`src/rtl/hdbg_pkg.sv`:
```
package hdbg_pkg;

    localparam int DW = 32;

    // word offsets (bus_addr[3:2])
    typedef enum logic [1:0] {
        WORD_CTRL = 2'd0,
        WORD_SEL  = 2'd1,
        WORD_DATA = 2'd2,
        WORD_MON  = 2'd3
    } word_e;

    // control/status bit positions
    localparam int B_EN     = 0;
    localparam int B_HALT   = 1;
    localparam int B_STEP   = 2;
    localparam int B_MASK   = 3;
    localparam int B_SNAP   = 5;
    localparam int B_READY  = 16;
    localparam int B_HALTED = 17;

    // transfer-select direction bit
    localparam int B_DIR = 16;

    // monitor-control field masks
    localparam logic [DW-1:0] MON_WARM_MASK = 32'h000F_0000;
    localparam logic [DW-1:0] MON_COLD_MASK = 32'h0100_0001;

    typedef struct packed {
        logic snap;
        logic mask;
        logic step;
        logic halt;
        logic en;
    } ctl_t;

    function automatic ctl_t ctl_from_word(input logic [DW-1:0] w);
        ctl_t c;
        c.en   = w[B_EN];
        c.halt = w[B_HALT];
        c.step = w[B_STEP];
        c.mask = w[B_MASK];
        c.snap = w[B_SNAP];
        return c;
    endfunction

    function automatic logic [DW-1:0] ctl_to_word(input ctl_t c, input logic ready,
                                                  input logic halted);
        logic [DW-1:0] w;
        w           = '0;
        w[B_EN]     = c.en;
        w[B_HALT]   = c.halt;
        w[B_STEP]   = c.step;
        w[B_MASK]   = c.mask;
        w[B_SNAP]   = c.snap;
        w[B_READY]  = ready;
        w[B_HALTED] = halted;
        return w;
    endfunction

endpackage

```
`src/rtl/hdbg_ctrl.sv`:
```
module hdbg_ctrl
    import hdbg_pkg::*;
(
    input  logic clk,
    input  logic por_rst,
    input  logic warm_clr,
    input  logic wr_en,
    input  ctl_t wr_ctl,
    input  logic core_halted,
    output ctl_t ctl_q,
    output logic halted_q,
    output logic step_q
);

    logic new_halt;
    logic step_hit;

    assign new_halt = wr_ctl.en & wr_ctl.halt;
    assign step_hit = wr_ctl.en & wr_ctl.step & ~wr_ctl.halt & ctl_q.halt & halted_q;

    always_ff @(posedge clk) begin
        if (por_rst) begin
            ctl_q    <= '0;
            halted_q <= 1'b0;
            step_q   <= 1'b0;
        end else begin
            halted_q <= core_halted;
            step_q   <= 1'b0;
            if (warm_clr) begin
                ctl_q.halt <= 1'b0;
            end else if (wr_en) begin
                ctl_q.en   <= wr_ctl.en;
                ctl_q.halt <= new_halt;
                ctl_q.step <= wr_ctl.step;
                ctl_q.mask <= wr_ctl.mask;
                ctl_q.snap <= wr_ctl.snap;
                step_q     <= step_hit;
            end
        end
    end

    a_r3_halt_needs_en: assert property (@(posedge clk) disable iff (por_rst)
        ctl_q.halt |-> ctl_q.en);

    a_r6_step_single: assert property (@(posedge clk) disable iff (por_rst)
        step_q |=> !step_q);

    a_r6_step_from_halt: assert property (@(posedge clk) disable iff (por_rst)
        step_q |-> ($past(halted_q) && $past(ctl_q.halt) && !ctl_q.halt && ctl_q.step));

    a_r5_status_tracks: assert property (@(posedge clk) disable iff (por_rst)
        !$past(por_rst) |-> (halted_q == $past(core_halted)));

    a_r9_warm_clears_halt: assert property (@(posedge clk) disable iff (por_rst)
        warm_clr |=> !ctl_q.halt);

endmodule

```
`src/rtl/hdbg_xfer.sv`:
```
module hdbg_xfer
    import hdbg_pkg::*;
#(
    parameter int IDX_W = 5
) (
    input  logic             clk,
    input  logic             por_rst,
    input  logic             sel_wr,
    input  logic             data_wr,
    input  logic [DW-1:0]    wdata,
    input  logic             core_ack,
    input  logic [DW-1:0]    core_rdata,
    output logic             req_q,
    output logic             dir_q,
    output logic [IDX_W-1:0] idx_q,
    output logic [DW-1:0]    data_q,
    output logic             ready_q
);

    always_ff @(posedge clk) begin
        if (por_rst) begin
            req_q   <= 1'b0;
            dir_q   <= 1'b0;
            idx_q   <= '0;
            data_q  <= '0;
            ready_q <= 1'b0;
        end else if (sel_wr) begin
            req_q   <= 1'b1;
            dir_q   <= wdata[B_DIR];
            idx_q   <= wdata[IDX_W-1:0];
            ready_q <= 1'b0;
        end else if (req_q && core_ack) begin
            req_q   <= 1'b0;
            ready_q <= 1'b1;
            if (!dir_q) data_q <= core_rdata;
        end else if (data_wr && !req_q) begin
            data_q <= wdata;
        end
    end

    a_r8_ready_on_ack: assert property (@(posedge clk) disable iff (por_rst)
        (req_q && core_ack && !sel_wr) |=> (ready_q && !req_q));

    a_r7_busy_not_ready: assert property (@(posedge clk) disable iff (por_rst)
        req_q |-> !ready_q);

endmodule

```
`src/rtl/hdbg_monitor.sv`:
```
module hdbg_monitor
    import hdbg_pkg::*;
(
    input  logic          clk,
    input  logic          por_rst,
    input  logic          warm_clr,
    input  logic          wr_en,
    input  logic [DW-1:0] wdata,
    output logic [DW-1:0] mon_q
);

    localparam logic [DW-1:0] KEEP_MASK = MON_WARM_MASK | MON_COLD_MASK;

    always_ff @(posedge clk) begin
        if (por_rst) begin
            mon_q <= '0;
        end else if (warm_clr) begin
            mon_q <= mon_q & ~MON_WARM_MASK;
        end else if (wr_en) begin
            mon_q <= wdata & KEEP_MASK;
        end
    end

    a_r10_warm_clears_mon: assert property (@(posedge clk) disable iff (por_rst)
        warm_clr |=> ((mon_q & MON_WARM_MASK) == '0));

    a_r10_cold_bits_hold: assert property (@(posedge clk) disable iff (por_rst)
        warm_clr |=> ((mon_q & MON_COLD_MASK) == ($past(mon_q) & MON_COLD_MASK)));

endmodule

```
`src/rtl/halt_debug_unit.sv`:
```
module halt_debug_unit
    import hdbg_pkg::*;
#(
    parameter int ADDR_W = 5,
    parameter int IDX_W  = 5
) (
    input  logic              clk,
    input  logic              por_rst,
    input  logic              sys_rst,
    input  logic              vec_rst_req,
    input  logic              bus_sel,
    input  logic              bus_wr,
    input  logic [ADDR_W-1:0] bus_addr,
    input  logic [DW-1:0]     bus_wdata,
    output logic [DW-1:0]     bus_rdata,
    input  logic              core_halted,
    output logic              core_halt_req,
    output logic              core_step,
    output logic              core_xfer_req,
    output logic              core_xfer_wr,
    output logic [IDX_W-1:0]  core_xfer_idx,
    output logic [DW-1:0]     core_xfer_wdata,
    input  logic [DW-1:0]     core_xfer_rdata,
    input  logic              core_xfer_ack
);

    localparam int WORD_W = ADDR_W - 2;
    localparam int NWORDS = 4;

    logic        warm_clr;
    logic        mapped;
    word_e       word;
    logic [NWORDS-1:0] wr_hit;
    ctl_t        ctl_q;
    logic        halted_q;
    logic        ready_q;
    logic [DW-1:0] data_q;
    logic [DW-1:0] mon_q;

    assign warm_clr = sys_rst | vec_rst_req;
    assign mapped   = (bus_addr[1:0] == 2'b00) && (bus_addr[ADDR_W-1:2] < WORD_W'(NWORDS));
    assign word     = word_e'(bus_addr[3:2]);

    for (genvar g = 0; g < NWORDS; g++) begin : g_wr
        assign wr_hit[g] = bus_sel & bus_wr & mapped & (word == word_e'(g));
    end

    hdbg_ctrl u_ctrl (
        .clk         (clk),
        .por_rst     (por_rst),
        .warm_clr    (warm_clr),
        .wr_en       (wr_hit[WORD_CTRL]),
        .wr_ctl      (ctl_from_word(bus_wdata)),
        .core_halted (core_halted),
        .ctl_q       (ctl_q),
        .halted_q    (halted_q),
        .step_q      (core_step)
    );

    hdbg_xfer #(.IDX_W(IDX_W)) u_xfer (
        .clk        (clk),
        .por_rst    (por_rst),
        .sel_wr     (wr_hit[WORD_SEL]),
        .data_wr    (wr_hit[WORD_DATA]),
        .wdata      (bus_wdata),
        .core_ack   (core_xfer_ack),
        .core_rdata (core_xfer_rdata),
        .req_q      (core_xfer_req),
        .dir_q      (core_xfer_wr),
        .idx_q      (core_xfer_idx),
        .data_q     (data_q),
        .ready_q    (ready_q)
    );

    hdbg_monitor u_mon (
        .clk      (clk),
        .por_rst  (por_rst),
        .warm_clr (warm_clr),
        .wr_en    (wr_hit[WORD_MON]),
        .wdata    (bus_wdata),
        .mon_q    (mon_q)
    );

    assign core_halt_req   = ctl_q.en & ctl_q.halt;
    assign core_xfer_wdata = data_q;

    always_comb begin
        bus_rdata = '0;
        if (bus_sel && !bus_wr && mapped) begin
            case (word)
                WORD_CTRL: bus_rdata = ctl_to_word(ctl_q, ready_q, halted_q);
                WORD_DATA: bus_rdata = data_q;
                WORD_MON:  bus_rdata = mon_q;
                default:   bus_rdata = '0;
            endcase
        end
    end

    a_r11_unmapped_zero: assert property (@(posedge clk) disable iff (por_rst)
        (bus_sel && !bus_wr && bus_addr[1:0] != 2'b00) |-> (bus_rdata == '0));

    a_r3_req_released: assert property (@(posedge clk) disable iff (por_rst)
        (wr_hit[WORD_CTRL] && !warm_clr && !bus_wdata[B_EN]) |=> !core_halt_req);

endmodule

```
`config.mk`:
```
export PLATFORM = sky130hd
export DESIGN_NAME = halt_debug_unit
export DESIGN_NICKNAME = d
export VERILOG_FILES = /design/src/rtl/hdbg_pkg.sv /design/src/rtl/hdbg_ctrl.sv /design/src/rtl/hdbg_xfer.sv /design/src/rtl/hdbg_monitor.sv /design/src/rtl/halt_debug_unit.sv
export SDC_FILE = /design/constraint.sdc
export NUM_CORES = 1
export LEC_CHECK = 0
export ABC_AREA = 1
export BUFFER_PORTS_ARGS = -buffer_cell sky130_fd_sc_hd__buf_2
export CAP_MARGIN = 0
export CORE_MARGIN = 5
export CORE_UTILIZATION = 35
export DETAILED_ROUTE_END_ITERATION = 10
export GPL_ROUTABILITY_DRIVEN = 0
export SETUP_SLACK_MARGIN = 0.15
export SLEW_MARGIN = 40
export SYNTH_ARGS = -nofsm -noshare
export SYNTH_HDL_FRONTEND = slang
export SYNTH_HIERARCHICAL = 1
export SYNTH_SLANG_ARGS = --single-unit
```
`constraint.sdc`:
```
create_clock -name clk -period 3.5 [get_ports clk]
set_clock_uncertainty 0.15 [all_clocks]
set_input_delay 0.175 -clock clk [delete_from_list [all_inputs] [get_ports clk]]
set_output_delay 0.175 -clock clk [all_outputs]
set_load 0.01 [all_outputs]
```
==> flow_metrics.tcl, run 1 <==
set metrics [dict create \
    finalWirelength_um 10500 \
    dieArea_um2 12300 \
    yosysWarnings 6 \
    synth-adder-area-share 0 \
    drc_errors 0 \
    ys_seq_elements 53 \
    synth_xor_area_frac 0 \
    crit_path_end_kind "flip-flop" \
    power_frac_seq 0.546 \
    area_growth_pct 23.8 \
    cts_inserted_buffers 5 \
    power_density_nw_per_um2 255 \
    vias 3882 \
    io_buffers 149 \
    fmax_mhz 458 \
    grt_pass1_wl_um 17300 \
    dpl_cell_area_um2 4240 \
    fin_area_um2 4410 \
    critPathLaunchType "flip-flop" \
    critical_path_required_ns 3.59 \
    yosysSeqAreaShare 0.298 \
    dominantRegCellSynth "dfxtp_1" \
    synth_cell_types 23 \
    p_total_mw 1.12 \
    worst_pin_slew_ns 0.667 \
    grt_use_total 0.166 \
    antenna_found_initial 0 \
    worst_skew_pair.late_latency_ns 0.30 \
    fin_nets 859 \
    synth_commonest_cells "nand2_1, nor2_1, inv_1, dfxtp_1, buf_4" \
    whs_endpoint "u_xfer/idx_q[2]" \
    drt_first_iter_violations 232 \
    p_leak_nw 2.68 \
    die-height_um 111 \
    synth_most_common_cell "nand2_1" \
    finalHoldViolCount 0 \
    drive_gt1_frac 0.238 \
    grt_pass1_vias 3601 \
    firstDrtPassIters 4 \
    rsz0062_at_grt "false" \
    ff2ff_setup_slack_ns 1.31 \
    drv_slew 0 \
    worstPathArrival_ns 2.28 \
    postRouteAntennaNets 0 \
    yosys.area_share.simple 0.488 \
    syn-cell-area_um2 3560 \
    hp-class "input pin to flip-flop" \
    cap_violations 0 \
    start_util 0.361 \
    cts_resized 0 \
    cts_root_buffer "clkbuf_8" \
    p_comb_frac 0.144 \
    p_clk_frac 0.310 \
    synth_top_family_by_area "simple AND/OR/NAND/NOR gates" \
    r2r-start "u_xfer/req_q" \
    htree_num_levels 2 \
    ir_drop_mv 0.150 \
    vias_per_cell 4.24 \
    grt_max_degree 65 \
    dpl.hpwl_um 7870 \
    syn_area_per_cell_um2 5.56 \
    synthCells 641 \
    status "completed" \
    yosys-top-cells-area "dfxtp_1, nand2_1, nor2_1" \
    synth_edf_count 0 \
    path_max_fanout 64 \
    timing.final.crit_share 0.624 \
    synth_top_area_share 0.298 \
    cts_buffer_depth 2 \
    muxShareOfSynthArea 0 \
    p_int_mw 0.817 \
    cts_tree "done" \
    n_antenna_cell 0 \
    p_switching_mw 0.307 \
    cts_setup_buffers 0 \
    crit_chain "nand2_2 -> nand2_2 -> nand3_4 -> nand2_1 -> nand2_1 -> nor2_1" \
    dieWidth_um 111 \
    fin_tns_setup_ns 0 \
    row_count 36 \
    reg2reg_to "u_xfer/data_q[0]" \
    coreArea_um2 9860 \
    synth_compound_area_frac 0.0204 \
    synth-async-reset-ratio 0 \
    crit_slowest_cell "nand3_4" \
    critPathKind "flip-flop to flip-flop" \
    min_period_ns 2.19 \
    hp-start "bus_wdata[2]" \
    cts.sinks 53 \
    ios 150 \
    grt_overflow 0 \
    clkTransAtPathRegs_ns 0.10 \
    crit_path_max_incr_delay_ns 0.50 \
    setup_viol 0 \
    hold_path_depth 3 \
    wl_per_cell_um 11.4 \
    r2r_cells 6 \
    slew-limit-headroom 0.555 \
    p_sw_frac 0.273 \
    yosysTopAreaCell "dfxtp_1" \
]
-- layer usage --
metal	GRT usage	vias to the layer above	wire length, µm
li1	-	2093	-
met1	0.215	1672	4670
met2	0.281	110	4960
met3	0.0442	7	739
met4	0.0312	0	77
met5	0	-	0
-- placed cells by master, fill, tap and decap left out, drive strengths merged --
cell	n
clkinvlp	3
o211ai	1
nand4	2
o21ai	6
buf	152
clkbuf	5
dfxtp	53
dlygate4sd3	8
nor2	124
conb	26
a21oi	7
inv	88
nand3b	3
or2	1
nand3	28
nand2	276
-- flip-flops by register name, indices dropped and copies added, names as in the netlist --
register and flops:
u_ctrl/step_q 1, u_xfer/data_q 32, u_xfer/req_q 1, u_ctrl/ctl_q 5, u_xfer/ready_q 1, u_xfer/dir_q 1
u_mon/mon_q 6, u_xfer/idx_q 5, u_ctrl/halted_q 1
-- power groups by stage --
| stage | clock (mW) | sequential, mW | combinational [mW] |
|---|---|---|---|
| 2_1_floorplan | 0 | 0.629 | 0.108 |
| 3_3_place_gp | 0 | 0.627 | 0.154 |
| 3_5_place_dp | 0 | 0.627 | 0.156 |
| 4_1_cts | 0.365 | 0.613 | 0.162 |
| 5_1_grt | 0.394 | 0.614 | 0.185 |
| 6_report | 0.348 | 0.613 | 0.162 |
-- what timing repair did --
action / 4_1_cts / 5_1_grt
hold buffers: 7 / 1
hold endpoints to repair: 8 / 1
setup endpoints to repair: 0 / 0
-- worst max-delay path: cells and delay by family, from the launching register on --
family / cells / cell delay (ns)
simple gates: 6 / 1.50
flops: 1 / 0.44
-- how the worst max path moves through the flow --
| stage | start | endpoint | slack [ns] | cells after the start |
|---|---|---|---|---|
| after floorplan | bus_addr[3] | u_xfer/data_q[0] | 1.89 | 12 |
| after global placement | bus_addr[1] | u_xfer/data_q[6] | 1.26 | 9 |
| after detailed placement | bus_addr[1] | u_xfer/data_q[26] | 1.14 | 9 |
| after CTS | u_xfer/req_q | u_xfer/data_q[0] | 1.27 | 6 |
| after global routing | u_xfer/req_q | u_xfer/data_q[28] | 1.05 | 5 |
| final | u_xfer/req_q | u_xfer/data_q[0] | 1.31 | 6 |
-- stage by stage --
stage          hold WS [ns]  utilization  std cells  setup slack (ns)
2_1_floorplan        0.0941            -        666              1.89
3_3_place_gp          0.228        0.429        900              1.26
3_5_place_dp          0.236        0.429        900              1.14
4_1_cts             0.00799        0.446        915              1.27
5_1_grt              0.0254        0.447        916              1.05
6_report             0.0250        0.447        916              1.31
-- cell families (layout without fill, tap and decap cells) --
group                  Yosys count  count (layout)
buffers and inverters          139             256
AO/OA/AOI/OAI                   14              14
flip-flops                      53              53
other                            1              26
AND/OR/NAND/NOR                434             434
-- final cells by class --
class / instances / area [µm²]
well taps: 133 / 166
fillers: 1076 / 5460
clock buffers: 5 / 68.8
flip-flops and latches: 53 / 1060
repair buffers: 160 / 848
clock inverters: 3 / 22.5
inverters: 88 / 333
multi-input cells: 474 / 1910
(Power assumes the default switching activity.)
==> run 2: changes to the inputs <==
Clock period 3.5 ns to 1.8 ns, I/O delays scaled along.
==> run 2 against run 1 <==
- highest routed layer unchanged
- critical path depth grew 2
- critical path type unchanged
- combinational power rose to 2.7 times the previous value
- first-iteration DRC count up 19%
- sequential power up 94%
- design area rose by 15%
- die area unchanged
- via count increased by 8.0%
- clock power grew 87%
- maximum frequency up 45%
- largest power group unchanged
- worst setup slack lost 1.0 ns
==> flow_metrics.tcl, run 2 (synthesized netlist as in run 1, its figures left out) <==
set metrics [dict create \
    instances_no_fill 985 \
    dieWidth_um 111 \
    timing.final.crit_share 0.836 \
    multiInputGateArea_um2 1910 \
    cap_violations 0 \
    largest-register "u_xfer/data_q" \
    fin_tns_setup_ns 0 \
    layout_commonest_cell "nand2_1" \
    grt_use_total 0.187 \
    drive_gt1_frac 0.230 \
    row_count 36 \
    dieArea_um2 12300 \
    placed_cells 911 \
    cts_buffer_depth 2 \
    fillers 1043 \
    critPathLaunchType "flip-flop" \
    cts_tree "done" \
    grt_pass1_wl_um 19400 \
    grt_max_degree 43 \
    dpl.hpwl_um 8400 \
    drc_errors 0 \
    grt_pass1_vias 4242 \
    power_density_nw_per_um2 447 \
    postRouteAntennaNets 0 \
    cts_setup_buffers 0 \
    worstPathArrival_ns 1.60 \
    start_util 0.361 \
    io_buffers 149 \
    regArea_um2 1060 \
    drv_slew 0 \
    rsz0062_at_grt "false" \
    firstDrtPassIters 6 \
    p_total_mw 2.28 \
    status "completed" \
    vias_per_cell 4.26 \
    ios 150 \
    finalWirelength_um 11600 \
    die-height_um 111 \
    largestRegisters "u_xfer/data_q (32), u_mon/mon_q (6)" \
    crit_path_end_kind "flip-flop" \
    wl_per_cell_um 11.7 \
    cts_root_buffer "clkbuf_8" \
    grt_overflow 0 \
    p_leak_nw 3.00 \
    clkTransAtPathRegs_ns 0.09 \
    cts.sinks 53 \
    htree_num_levels 2 \
    antenna_found_initial 0 \
    critical_path_required_ns 1.89 \
    path_max_fanout 22 \
    worst_skew_pair.late_latency_ns 0.29 \
    coreArea_um2 9860 \
    largest_reg_flops 32 \
    min_period_ns 1.50 \
    finalHoldViolCount 0 \
    hp-class "input pin to flip-flop" \
    fmax_mhz 664 \
    setup_viol 0 \
    vias 4193 \
    fin_nets 928 \
    critPathKind "flip-flop to flip-flop" \
    cts_inserted_buffers 5 \
    layout_common_cells "nand2_1, buf_2, nor2_1" \
    n_antenna_cell 0 \
    area_growth_pct 43.0 \
    ir_drop_mv 0.288 \
    drt_first_iter_violations 277 \
]
==> run 2: cell types whose count changed in the layout (fill, tap and decap cells not counted), sizes merged <==
cell,delta
clkinvlp,-3
clkbuf,+1
clkinv,+2
dlygate4sd3,+58
buf,+11
==> run 2: metal layers <==
layer,track usage,part of all wire
met3,0.0426,0.061
met4,0.0558,0.018
met1,0.217,0.42
met5,0,0
met2,0.341,0.50
==> run 2: worst max-delay path: stages, from the launching register on <==
cell and delay, ns:
dfxtp_2 0.39, nand2_2 0.10, buf_4 0.19, nand2_2 0.09, nand3_4 0.07, buf_4 0.22, nand2_1 0.07, nand2_1 0.05
nor2_1 0.10
==> run 2: through the flow <==
| step | util | area, µm² | hold WS [ns] | setup slack (ns) |
|---|---|---|---|---|
| floorplan | - | 3650 | 0.00907 | 0.279 |
| global placement | 0.440 | 4340 | 0.146 | 0.191 |
| detailed placement | 0.440 | 4340 | 0.150 | 0.143 |
| CTS | 0.516 | 5090 | 0.00407 | 0.176 |
| global route | 0.516 | 5090 | 0.0851 | 0.156 |
| finish | 0.516 | 5090 | 0.0312 | 0.295 |
==> run 2: final timing paths <==
kind | depth (start not counted) | start | endpoint | slack, ns
worst max-delay path | 8 | u_xfer/req_q | u_xfer/data_q[2] | 0.30
worst min-delay path | 5 | bus_wdata[29] | u_xfer/data_q[29] | 0.03
worst max register to register | 8 | u_xfer/req_q | u_xfer/data_q[2] | 0.30
worst min register to register | 2 | u_mon/mon_q[18] | u_mon/mon_q[18] | 0.32
==> run 2: final cells by class <==
type / count / area share
inverters: 88 / 0.0659
flip-flops and latches: 53 / 0.209
well taps: 133 / 0.0327
clock inverters: 2 / 0.00197
repair buffers: 229 / 0.302
clock buffers: 6 / 0.0143
multi-input cells: 474 / 0.375
==> run 2: timing repair <==
item,4_1_cts,5_1_grt
resized for setup,0,3
endpoints found under the setup margin,0,32
hold endpoints to repair,49,0
hold buffers,66,0
==> run 2: where the power goes <==
| part | switching, mW | leakage (nW) | internal [mW] | total [mW] |
|---|---|---|---|---|
| logic | 0.208 | 2.53 | 0.226 | 0.434 |
| clock network | 0.381 | 0.0450 | 0.271 | 0.652 |
| registers | 0.00893 | 0.428 | 1.18 | 1.19 |
| total | 0.598 | 3.00 | 1.68 | 2.28 |
